--- src/rtl/bp_pkg.sv ---
package bp_pkg;

    localparam int PC_W = 32;

    typedef logic [1:0] ctr_t;

    localparam ctr_t CTR_STRONG_NT = 2'b00;
    localparam ctr_t CTR_WEAK_NT   = 2'b01;
    localparam ctr_t CTR_STRONG_T  = 2'b11;

    typedef logic [PC_W-1:0] addr_t;

    typedef struct packed {
        logic  taken;
        logic  tgt_vld;
        addr_t tgt;
    } pred_t;

    function automatic ctr_t ctr_step(input ctr_t cur, input logic taken);
        ctr_t nxt;
        if (taken)
            nxt = (cur == CTR_STRONG_T) ? cur : cur + 2'd1;
        else
            nxt = (cur == CTR_STRONG_NT) ? cur : cur - 2'd1;
        return nxt;
    endfunction

    function automatic logic ctr_taken(input ctr_t cur);
        return cur[1];
    endfunction

endpackage

--- src/rtl/bp_dir_table.sv ---
module bp_dir_table
    import bp_pkg::*;
#(
    parameter int IDX_W = 8
) (
    input  logic  clk,
    input  logic  rst,
    input  addr_t lk_pc,
    output logic  lk_taken,
    input  logic  up_en,
    input  addr_t up_pc,
    input  logic  up_taken
);
    localparam int DEPTH = 1 << IDX_W;

    ctr_t cnt_q [DEPTH];

    logic [IDX_W-1:0] lk_idx;
    logic [IDX_W-1:0] up_idx;
    ctr_t             up_cur;

    assign lk_idx   = lk_pc[IDX_W+1:2];
    assign up_idx   = up_pc[IDX_W+1:2];
    assign up_cur   = cnt_q[up_idx];
    assign lk_taken = ctr_taken(cnt_q[lk_idx]);

    always_ff @(posedge clk) begin
        if (rst) begin
            for (int i = 0; i < DEPTH; i++) cnt_q[i] <= CTR_WEAK_NT;
        end else if (up_en) begin
            cnt_q[up_idx] <= ctr_step(up_cur, up_taken);
        end
    end

    // a taken outcome raises a non-saturated counter by one
    a_r2_inc_step: assert property (@(posedge clk) disable iff (rst)
        (up_en && up_taken && up_cur != CTR_STRONG_T)
        |=> cnt_q[$past(up_idx)] == $past(up_cur) + 2'd1);

    // a not-taken outcome lowers a non-saturated counter by one
    a_r2_dec_step: assert property (@(posedge clk) disable iff (rst)
        (up_en && !up_taken && up_cur != CTR_STRONG_NT)
        |=> cnt_q[$past(up_idx)] == $past(up_cur) - 2'd1);

    // one not-taken outcome from strongly taken still predicts taken
    a_r3_hyst_t: assert property (@(posedge clk) disable iff (rst)
        (up_en && !up_taken && up_cur == CTR_STRONG_T)
        |=> cnt_q[$past(up_idx)][1]);

    // one taken outcome from strongly not-taken still predicts not-taken
    a_r3_hyst_nt: assert property (@(posedge clk) disable iff (rst)
        (up_en && up_taken && up_cur == CTR_STRONG_NT)
        |=> !cnt_q[$past(up_idx)][1]);

endmodule

--- src/rtl/bp_tgt_buffer.sv ---
module bp_tgt_buffer
    import bp_pkg::*;
#(
    parameter int IDX_W = 4
) (
    input  logic  clk,
    input  logic  rst,
    input  logic  lk_en,
    input  addr_t lk_pc,
    output logic  lk_hit,
    output addr_t lk_tgt,
    input  logic  wr_en,
    input  addr_t wr_pc,
    input  addr_t wr_tgt
);
    localparam int DEPTH = 1 << IDX_W;
    localparam int TAG_W = PC_W - 2 - IDX_W;

    typedef logic [TAG_W-1:0] tag_t;

    logic [DEPTH-1:0] vld_q;
    tag_t             tag_q [DEPTH];
    addr_t            tgt_q [DEPTH];

    logic [IDX_W-1:0] lk_idx;
    logic [IDX_W-1:0] wr_idx;
    tag_t             lk_tag;
    tag_t             wr_tag;

    assign lk_idx = lk_pc[IDX_W+1:2];
    assign lk_tag = lk_pc[PC_W-1:IDX_W+2];
    assign wr_idx = wr_pc[IDX_W+1:2];
    assign wr_tag = wr_pc[PC_W-1:IDX_W+2];

    assign lk_hit = lk_en && vld_q[lk_idx] && (tag_q[lk_idx] == lk_tag);
    assign lk_tgt = tgt_q[lk_idx];

    always_ff @(posedge clk) begin
        if (rst) begin
            vld_q <= '0;
        end else if (wr_en) begin
            vld_q[wr_idx] <= 1'b1;
        end
    end

    always_ff @(posedge clk) begin
        if (wr_en) begin
            tag_q[wr_idx] <= wr_tag;
            tgt_q[wr_idx] <= wr_tgt;
        end
    end

    // without a taken resolve the valid bits never move
    a_r6_no_fill: assert property (@(posedge clk) disable iff (rst)
        !wr_en |=> $stable(vld_q));

    // a taken resolve leaves its entry valid with the new target
    a_r6_fill: assert property (@(posedge clk) disable iff (rst)
        wr_en |=> vld_q[$past(wr_idx)] && (tgt_q[$past(wr_idx)] == $past(wr_tgt)));

endmodule

--- src/rtl/dir_tgt_predictor.sv ---
module dir_tgt_predictor
    import bp_pkg::*;
#(
    parameter int DIR_IDX_W = 8,
    parameter int TGT_IDX_W = 4
) (
    input  logic            clk,
    input  logic            rst,
    input  logic [PC_W-1:0] f_pc,
    output logic            pred_taken,
    output logic            pred_tgt_vld,
    output logic [PC_W-1:0] pred_tgt,
    output logic [PC_W-1:0] next_pc,
    input  logic            rs_valid,
    input  logic [PC_W-1:0] rs_pc,
    input  logic            rs_taken,
    input  logic [PC_W-1:0] rs_target,
    input  logic            rs_pred_taken,
    input  logic [PC_W-1:0] rs_pred_target,
    output logic            mispredict
);
    localparam addr_t SEQ_STEP = addr_t'(4);

    pred_t pred;
    logic  dir_t_w;
    logic  tgt_hit_w;
    addr_t tgt_w;
    logic  fill_en;

    assign fill_en = rs_valid && rs_taken;

    bp_dir_table #(.IDX_W(DIR_IDX_W)) u_dir (
        .clk      (clk),
        .rst      (rst),
        .lk_pc    (f_pc),
        .lk_taken (dir_t_w),
        .up_en    (rs_valid),
        .up_pc    (rs_pc),
        .up_taken (rs_taken)
    );

    bp_tgt_buffer #(.IDX_W(TGT_IDX_W)) u_tgt (
        .clk    (clk),
        .rst    (rst),
        .lk_en  (dir_t_w),
        .lk_pc  (f_pc),
        .lk_hit (tgt_hit_w),
        .lk_tgt (tgt_w),
        .wr_en  (fill_en),
        .wr_pc  (rs_pc),
        .wr_tgt (rs_target)
    );

    always_comb begin
        pred.taken   = dir_t_w;
        pred.tgt_vld = tgt_hit_w;
        pred.tgt     = tgt_w;
    end

    assign pred_taken   = pred.taken;
    assign pred_tgt_vld = pred.tgt_vld;
    assign pred_tgt     = pred.tgt;
    assign next_pc      = pred.tgt_vld ? pred.tgt : f_pc + SEQ_STEP;

    always_comb begin
        mispredict = 1'b0;
        if (rs_valid) begin
            if (rs_pred_taken != rs_taken)
                mispredict = 1'b1;
            else if (rs_taken && (rs_pred_target != rs_target))
                mispredict = 1'b1;
        end
    end

    // the target store only answers on a taken direction
    a_r5_gated: assert property (@(posedge clk) disable iff (rst)
        pred_tgt_vld |-> pred_taken);

    // without a target hit fetch continues sequentially
    a_r7_seq: assert property (@(posedge clk) disable iff (rst)
        !pred_tgt_vld |-> next_pc == f_pc + SEQ_STEP);

    // no resolve, no mispredict
    a_r9_quiet: assert property (@(posedge clk) disable iff (rst)
        !rs_valid |-> !mispredict);

endmodule

--- config.mk ---
export PLATFORM = sky130hd
export DESIGN_NAME = dir_tgt_predictor
export DESIGN_NICKNAME = d
export VERILOG_FILES = /design/src/rtl/bp_pkg.sv /design/src/rtl/bp_dir_table.sv /design/src/rtl/bp_tgt_buffer.sv /design/src/rtl/dir_tgt_predictor.sv
export SDC_FILE = /design/constraint.sdc
export NUM_CORES = 2
export LEC_CHECK = 0
export CAP_MARGIN = 20
export CORE_MARGIN = 2
export CORE_UTILIZATION = 35
export DETAILED_ROUTE_END_ITERATION = 7
export PLACE_DENSITY_LB_ADDON = 0.08
export SLEW_MARGIN = 10
export SYNTH_ARGS = -nofsm -noshare
export SYNTH_HDL_FRONTEND = slang
export SYNTH_HIERARCHICAL = 1
export SYNTH_SLANG_ARGS = --single-unit
--- constraint.sdc ---
create_clock -name clk -period 7.1 [get_ports clk]
set_input_delay 1.065 -clock clk [delete_from_list [all_inputs] [get_ports clk]]
set_output_delay 1.065 -clock clk [all_outputs]
set_load 0.01 [all_outputs]
# Word level (Yosys, flattened, before mapping)
# Memories as Yosys holds them, arrays and structs flattened.
# Index checks and enable logic that the tools add are counted.
# W data, S select, Z words.
[totals]
ff_bits = 16
mem_bits_rw = 1440
input_bits = 133
out_inout_bits = 67
wordCells = 45
memories = 3
[memory_table]
columns = ["memory", "words", "word_bits", "rd", "rd_ports_with_merged_regs", "wr", "line_no", "source"]
rows = [
  ["u_dir.cnt_q", 256, 2, 2, 0, 256, "bp_dir_table.sv:16", "ctr_t cnt_q [DEPTH];"],
  ["u_tgt.tgt_q", 16, 32, 1, 0, 1, "bp_tgt_buffer.sv:23", "addr_t tgt_q [DEPTH];"],
  ["u_tgt.tag_q", 16, 26, 1, 0, 1, "bp_tgt_buffer.sv:22", "tag_t tag_q [DEPTH];"],
]
[op_classes]
n_addsub = 3
n_lt_le_gt_ge = 3
n_eq_ne = 4
n_mux = 23
bitwise_logic = 1
reduce_logical = 7
[op_table]
columns = ["cell", "count"]
rows = [
  ["$add A32 B3 Y32 const B", 1],
  ["$mux W32", 1],
  ["$ne A32 B32 Y1", 1],
  ["$eq A26 B26 Y1", 1],
  ["$or A16 B16 Y16", 1],
  ["$mux W1", 13],
  ["$mux W2", 6],
  ["$lt A4 B5 Y1 const B", 2],
  ["$mux W8", 1],
  ["$logic_and A1 B1 Y1", 5],
  ["$bmux W1 S4", 1],
  ["$demux W1 S4", 1],
  ["$ge A4 B1 Y1 const B", 1],
  ["$add A2 B1 Y2 const B", 1],
  ["$eq A2 B2 Y1 const B", 1],
  ["$logic_not A2 Y1", 1],
  ["$reduce_or A2 Y1", 1],
  ["$sub A2 B1 Y2 const B", 1],
  ["$ne A1 B1 Y1", 1],
]

# Logic depth before layout (Yosys ltp)
# An unclocked memory read counts as a cell.
[depth]
word_depth = 7
depth_mapped = 15
depth_no_buf = 10

# By module
# Netlist, hierarchy kept.
[modules_own_cells]
columns = ["mod", "instances", "cells_per_inst", "area_per_inst_um2", "seq_area_each_um2"]
rows = [
  ["bp_tgt_buffer", 1, 1543, 36177.2, 28187.0],
  ["bp_dir_table", 1, 2257, 28409.7, 15374.7],
  ["dir_tgt_predictor", 1, 198, 1373.8, 0.0],
]

# Worst setup path after synthesis
# No wires, ideal clock.
[synth_timing]
path_type = "input to register"
from = "in rs_taken"
to = "mem u_tgt/tag_q[0][0] (netlist name), enable pin"
setup_ns = 0.548
t_arrival_ns = 5.719
required_time_ns = 6.552
setup_slack_ns = 0.832
cell_stages = 3
path_buffers = 0
path_cell_list = "and2_1 -> or3b_2 -> nor3_1"
[synth_via]
elab_chain_len = 3
[synth_rtl]
columns = ["item", "line_no", "source"]
rows = [
  ["from (decl)", "dir_tgt_predictor.sv:16", "input logic rs_taken,"],
  ["$logic_and A1 B1 Y1", "dir_tgt_predictor.sv:30", "assign fill_en = rs_valid && rs_taken;"],
  ["$mux W1", "bp_tgt_buffer.sv:47", "if (wr_en) begin"],
  ["$mux W1 (implied by the code)", "bp_tgt_buffer.sv:48", "tag_q[wr_idx] <= wr_tag;"],
  ["to (decl)", "bp_tgt_buffer.sv:22", ""],
]
# No other way between the ends.

# Final worst setup path
[layout_timing]
from = "in f_pc[2]"
to = "out next_pc[3]"
[layout_via]
elab_chain_len = 5
word_cells_on_any_way = 10
classes_between = "add/sub: 1; eq/ne: 1; mux: 3; reduce/logical: 2; memory: 3"
[layout_rtl]
columns = ["item", "line_no", "source"]
rows = [
  ["from (decl)", "dir_tgt_predictor.sv:9", "input logic [PC_W-1:0] f_pc,"],
  ["branches (longest 4 deep; another with $mem_v2 Z256 W2)", "--", ""],
  ["$mux W32 (*)", "dir_tgt_predictor.sv:63", "assign next_pc = pred.tgt_vld ? pred.tgt : f_pc + SEQ_STEP;"],
  ["to (decl)", "dir_tgt_predictor.sv:13", "output logic [PC_W-1:0] next_pc,"],
]
# Every way passes the cells marked *. The select of a mux whose other input is x is not followed.

==> impl_results.md <==
- Gate Count Post-Synth: 3,998
- Most Used Layer, Global Route: met2
- CP startpoint kind: primary input
- Initial DRC Count: 3,526
- Crit path buf inv count: 7
- Antenna violations before repair: 9
- Synth Area in Simple Gates: 0.07665
- Crit Path Max Fanout: 51
- Final hold violations: 0
- Clock Sinks: 1,456
- First-pass GRT wire length: 311,300 um
- Most common cell on crit path: buf_12
- Post-CTS setup buffers: 0
- Setup slack after layout: 344.7 ps
- Met2 Track Usage GR: 0.3867
- Core area: 187,600 um2
- Routed Antenna Nets: 0
- CP max-delay cell: mux4_2
- Largest net degree at the start of global routing: 81
- Crit-path leading delay family: buffers and inverters
- Top Ports: 200
- # nets final: 4,283
- VDD IR max: 0.1805 mV
- XOR/XNOR Fraction of Synth Area: 0.01195
- Tightest Hold Check Type: reg -> reg
- Die ar.: 191,900 um2
- TritonCTS Buffers: 166
- Post-route DRC: 0
- Leakage power: 23.87 nW
- Routability cong.: 0.7919
- Critical path type: in -> out
- Clk_skew: 43.19 ps
- GR Util met3: 0.03300
- CP Data Required Time: 6030 ps
- Vias in the first global route: 39,450
- Worst-path cell chain: buf_8 > buf_12 > buf_12 > buf_4 > mux4_2 > xnor2_1 > a21oi_1 > a2111oi_0 > o221ai_1 > nor4_4 > buf_12 > buf_4 > mux2_2 > clkdlybuf4s50_1
- Clock buffer depth: 3
- Worst-skew pair later-pin latency: 810 ps
- Seq cells post-synth: 1,456
- Row cnt: 159
- Final core occ: 0.4066
- Most used DFF post-synth: edfxtp_1
- Hold_ws: 465.2 ps
- Post-synthesis mux area share: 0.1695
- Max Cap Viol: 0
- Worst path max stage delay: 540 ps
- Period minus WS final: 6755 ps
- Syn Std Cell Area: 65,960 um2
- CTS clk-pin slew, worst paths: 60 ps
- DP HPWL: 133,400 um
- Synthesized area per cell: 16.50 um2
- H-Tree Depth: 4
- Register area share after synthesis: 0.6604
- Status: finished clean
- CTS tree: built
- Final Slew Violations: 0
- Height of the die: 438.1 um
- GR Util met1: 0.3065
- Finished Layout Cells: 6,772
- RSZ-0062 raised after global routing: no
- DP Worst Slack: 244.4 ps
- Placed Cells: 6,474
- Post-Syn Nets: 4,132
- Post-synth EDFFs: 1,440
- Crit. End Element: output port
- Total track usage: 0.2286
- Wire length per cell: 32.68 um
- GR Overflow Total: 0
- Arrival @ worst endpoint: 5690 ps
- Total routed wirelength: 221,300 um
- Synth Area in Adders: 0.0005311
- Post-synthesis compound-gate area fraction: 0.05093
- Syn-to-layout area delta: 15.65%
- Post-synth ARST share: 0
- Root buf cell: clkbuf_16
- Count of cell types in the netlist: 81
- Final TNS setup: 0 ps
- Share of cells above drive strength 1: 0.2206
- DR vias: 38,840
- Port buffer count: 197
- Power per Cell Area: 254.7 nW/um2
- Detailed Routing Iterations Pass 1: 5
- Initial Utilization: 0.3516
- Achievable frequency: 0.1480 GHz
- Vias/cell: 5.735
- Period utilization: 0.9514
- Worst Tran Pin Value: 1166 ps
- Largest family of logic cells by synthesized area: multiplexers
- Setup violations, final: 0
- Max_slew headroom: 0.2206
- Width of the chip: 438.1 um
- Yosys warnings: 6
-- cell usage after synthesis (all sizes together) (3+ instances only) --
cell type | instances | share of area
and3 | 7 | 0.00068
and2 | 11 | 0.0010
a21boi | 18 | 0.0020
or2 | 23 | 0.0022
nor3 | 238 | 0.019
nand3b | 3 | 0.00034
xor2 | 42 | 0.0056
nor2b | 10 | 0.00095
xnor2 | 48 | 0.0064
nand4 | 58 | 0.0062
o21ai | 35 | 0.0027
a311oi | 3 | 0.00040
a21oi | 63 | 0.0048
edfxtp | 1440 | 0.66
or3 | 5 | 0.00047
o2111ai | 3 | 0.00040
nor4 | 24 | 0.0031
a31oi | 6 | 0.00057
buf | 169 | 0.017
o221ai | 8 | 0.0012
nand2b | 51 | 0.0048
mux4 | 408 | 0.14
mux2 | 14 | 0.0024
and4 | 4 | 0.00053
dfxtp | 16 | 0.0049
mux2i | 183 | 0.028
o31ai | 4 | 0.00046
a22oi | 59 | 0.0067
clkbuf | 221 | 0.013
nand3 | 270 | 0.021
a2bb2oi | 7 | 0.00093
nand2 | 148 | 0.0085
o211ai | 6 | 0.00068
o22ai | 9 | 0.00085
a221oi | 7 | 0.00093
a21o | 167 | 0.019
nor2 | 105 | 0.0060
o21bai | 40 | 0.0046
inv | 15 | 0.00085
a211oi | 17 | 0.0020
a22o | 4 | 0.00053
-- sequential cells by signal, summed over array words and instances (netlist names) --
signal and cells:
u_tgt/vld_q 16, u_tgt/tag_q 416, u_tgt/tgt_q 512, u_dir/cnt_q 512
-- power by group --
group	switching, W	total (W)	internal [W]
Combinational	0.00116	0.00180	0.000637
Sequential	0.0000463	0.00961	0.00956
Clock	0.00352	0.00802	0.00450
Total	0.00473	0.0194	0.0147
-- cells by family (layout without fill, tap and decap cells) --
family,Yosys count,count (layout)
AOI/OAI and AO/OA,470,470
xor gates and xnor gates,90,90
adders and majority gates,3,3
buffers and inverters,406,683
DFF,1456,1456
muxes,605,605
other,0,2
and+or+nand+nor,968,968
-- placed cells by master, fill, tap and decap left out, drive strengths merged, types with 23 or more instances in the layout --
master	count
mux4	408
clkinv	72
nor4	24
o21ai	35
nand2	148
edfxtp	1440
a21o	167
or2	23
nor2	105
o21bai	40
xnor2	48
clkdlybuf4s50	183
nand2b	51
mux2i	183
nand4	58
a21oi	63
nor3	238
xor2	42
a22oi	59
clkbuf	211
buf	190
nand3	270
-- timing repair --
action,4_1_cts,5_1_grt
hold buffers,0,0
resized for setup,0,1
setup endpoints to repair,0,2
hold endpoints to repair,0,0
-- through the flow --
step / cell area [um2] / power (W)
after floorplan: 65960 / 0.01078
after global placement: 71170 / 0.01160
after detailed placement: 71250 / 0.01161
after CTS: 76250 / 0.01965
after global routing: 76280 / 0.02004
final: 76290 / 0.01943
-- tightest hold or removal path: cells and delay by family, from the launching register on --
family           cells  cell delay (ps)
AND/OR/NAND/NOR      2              110
flip-flops           1              320
-- area by class of cell --
class / count / area [um2]
Sequential cell: 1456 / 43560
Tap cell: 2495 / 3122
Clock buffer: 211 / 4365
Inverter: 16 / 61.31
Antenna cell: 2 / 5.005
Timing Repair Buffer: 373 / 3736
Clock inverter: 83 / 638.1
Fill cell: 17060 / 111300
Multi-Input combinational cell: 2136 / 20800
-- routing by layer --
| layer | wire (um) | part of all wire |
|---|---|---|
| met5 | 41 | 0.00019 |
| met4 | 6187 | 0.028 |
| met3 | 10750 | 0.049 |
| met2 | 110400 | 0.50 |
| met1 | 93900 | 0.42 |
-- worst paths after layout --
| check | slack (ps) | to | from | depth (start not counted) |
|---|---|---|---|---|
| worst max-delay path | 340 | next_pc[3] | f_pc[2] | 14 |
| worst min-delay path | 470 | u_tgt/vld_q[2] | u_tgt/vld_q[2] | 2 |
| worst max register to register | 3100 | u_dir/cnt_q[56][0] | u_dir/cnt_q[56][1] | 9 |
| worst min register to register | 470 | u_tgt/vld_q[2] | u_tgt/vld_q[2] | 2 |
Power figures use the tool's default switching activity.
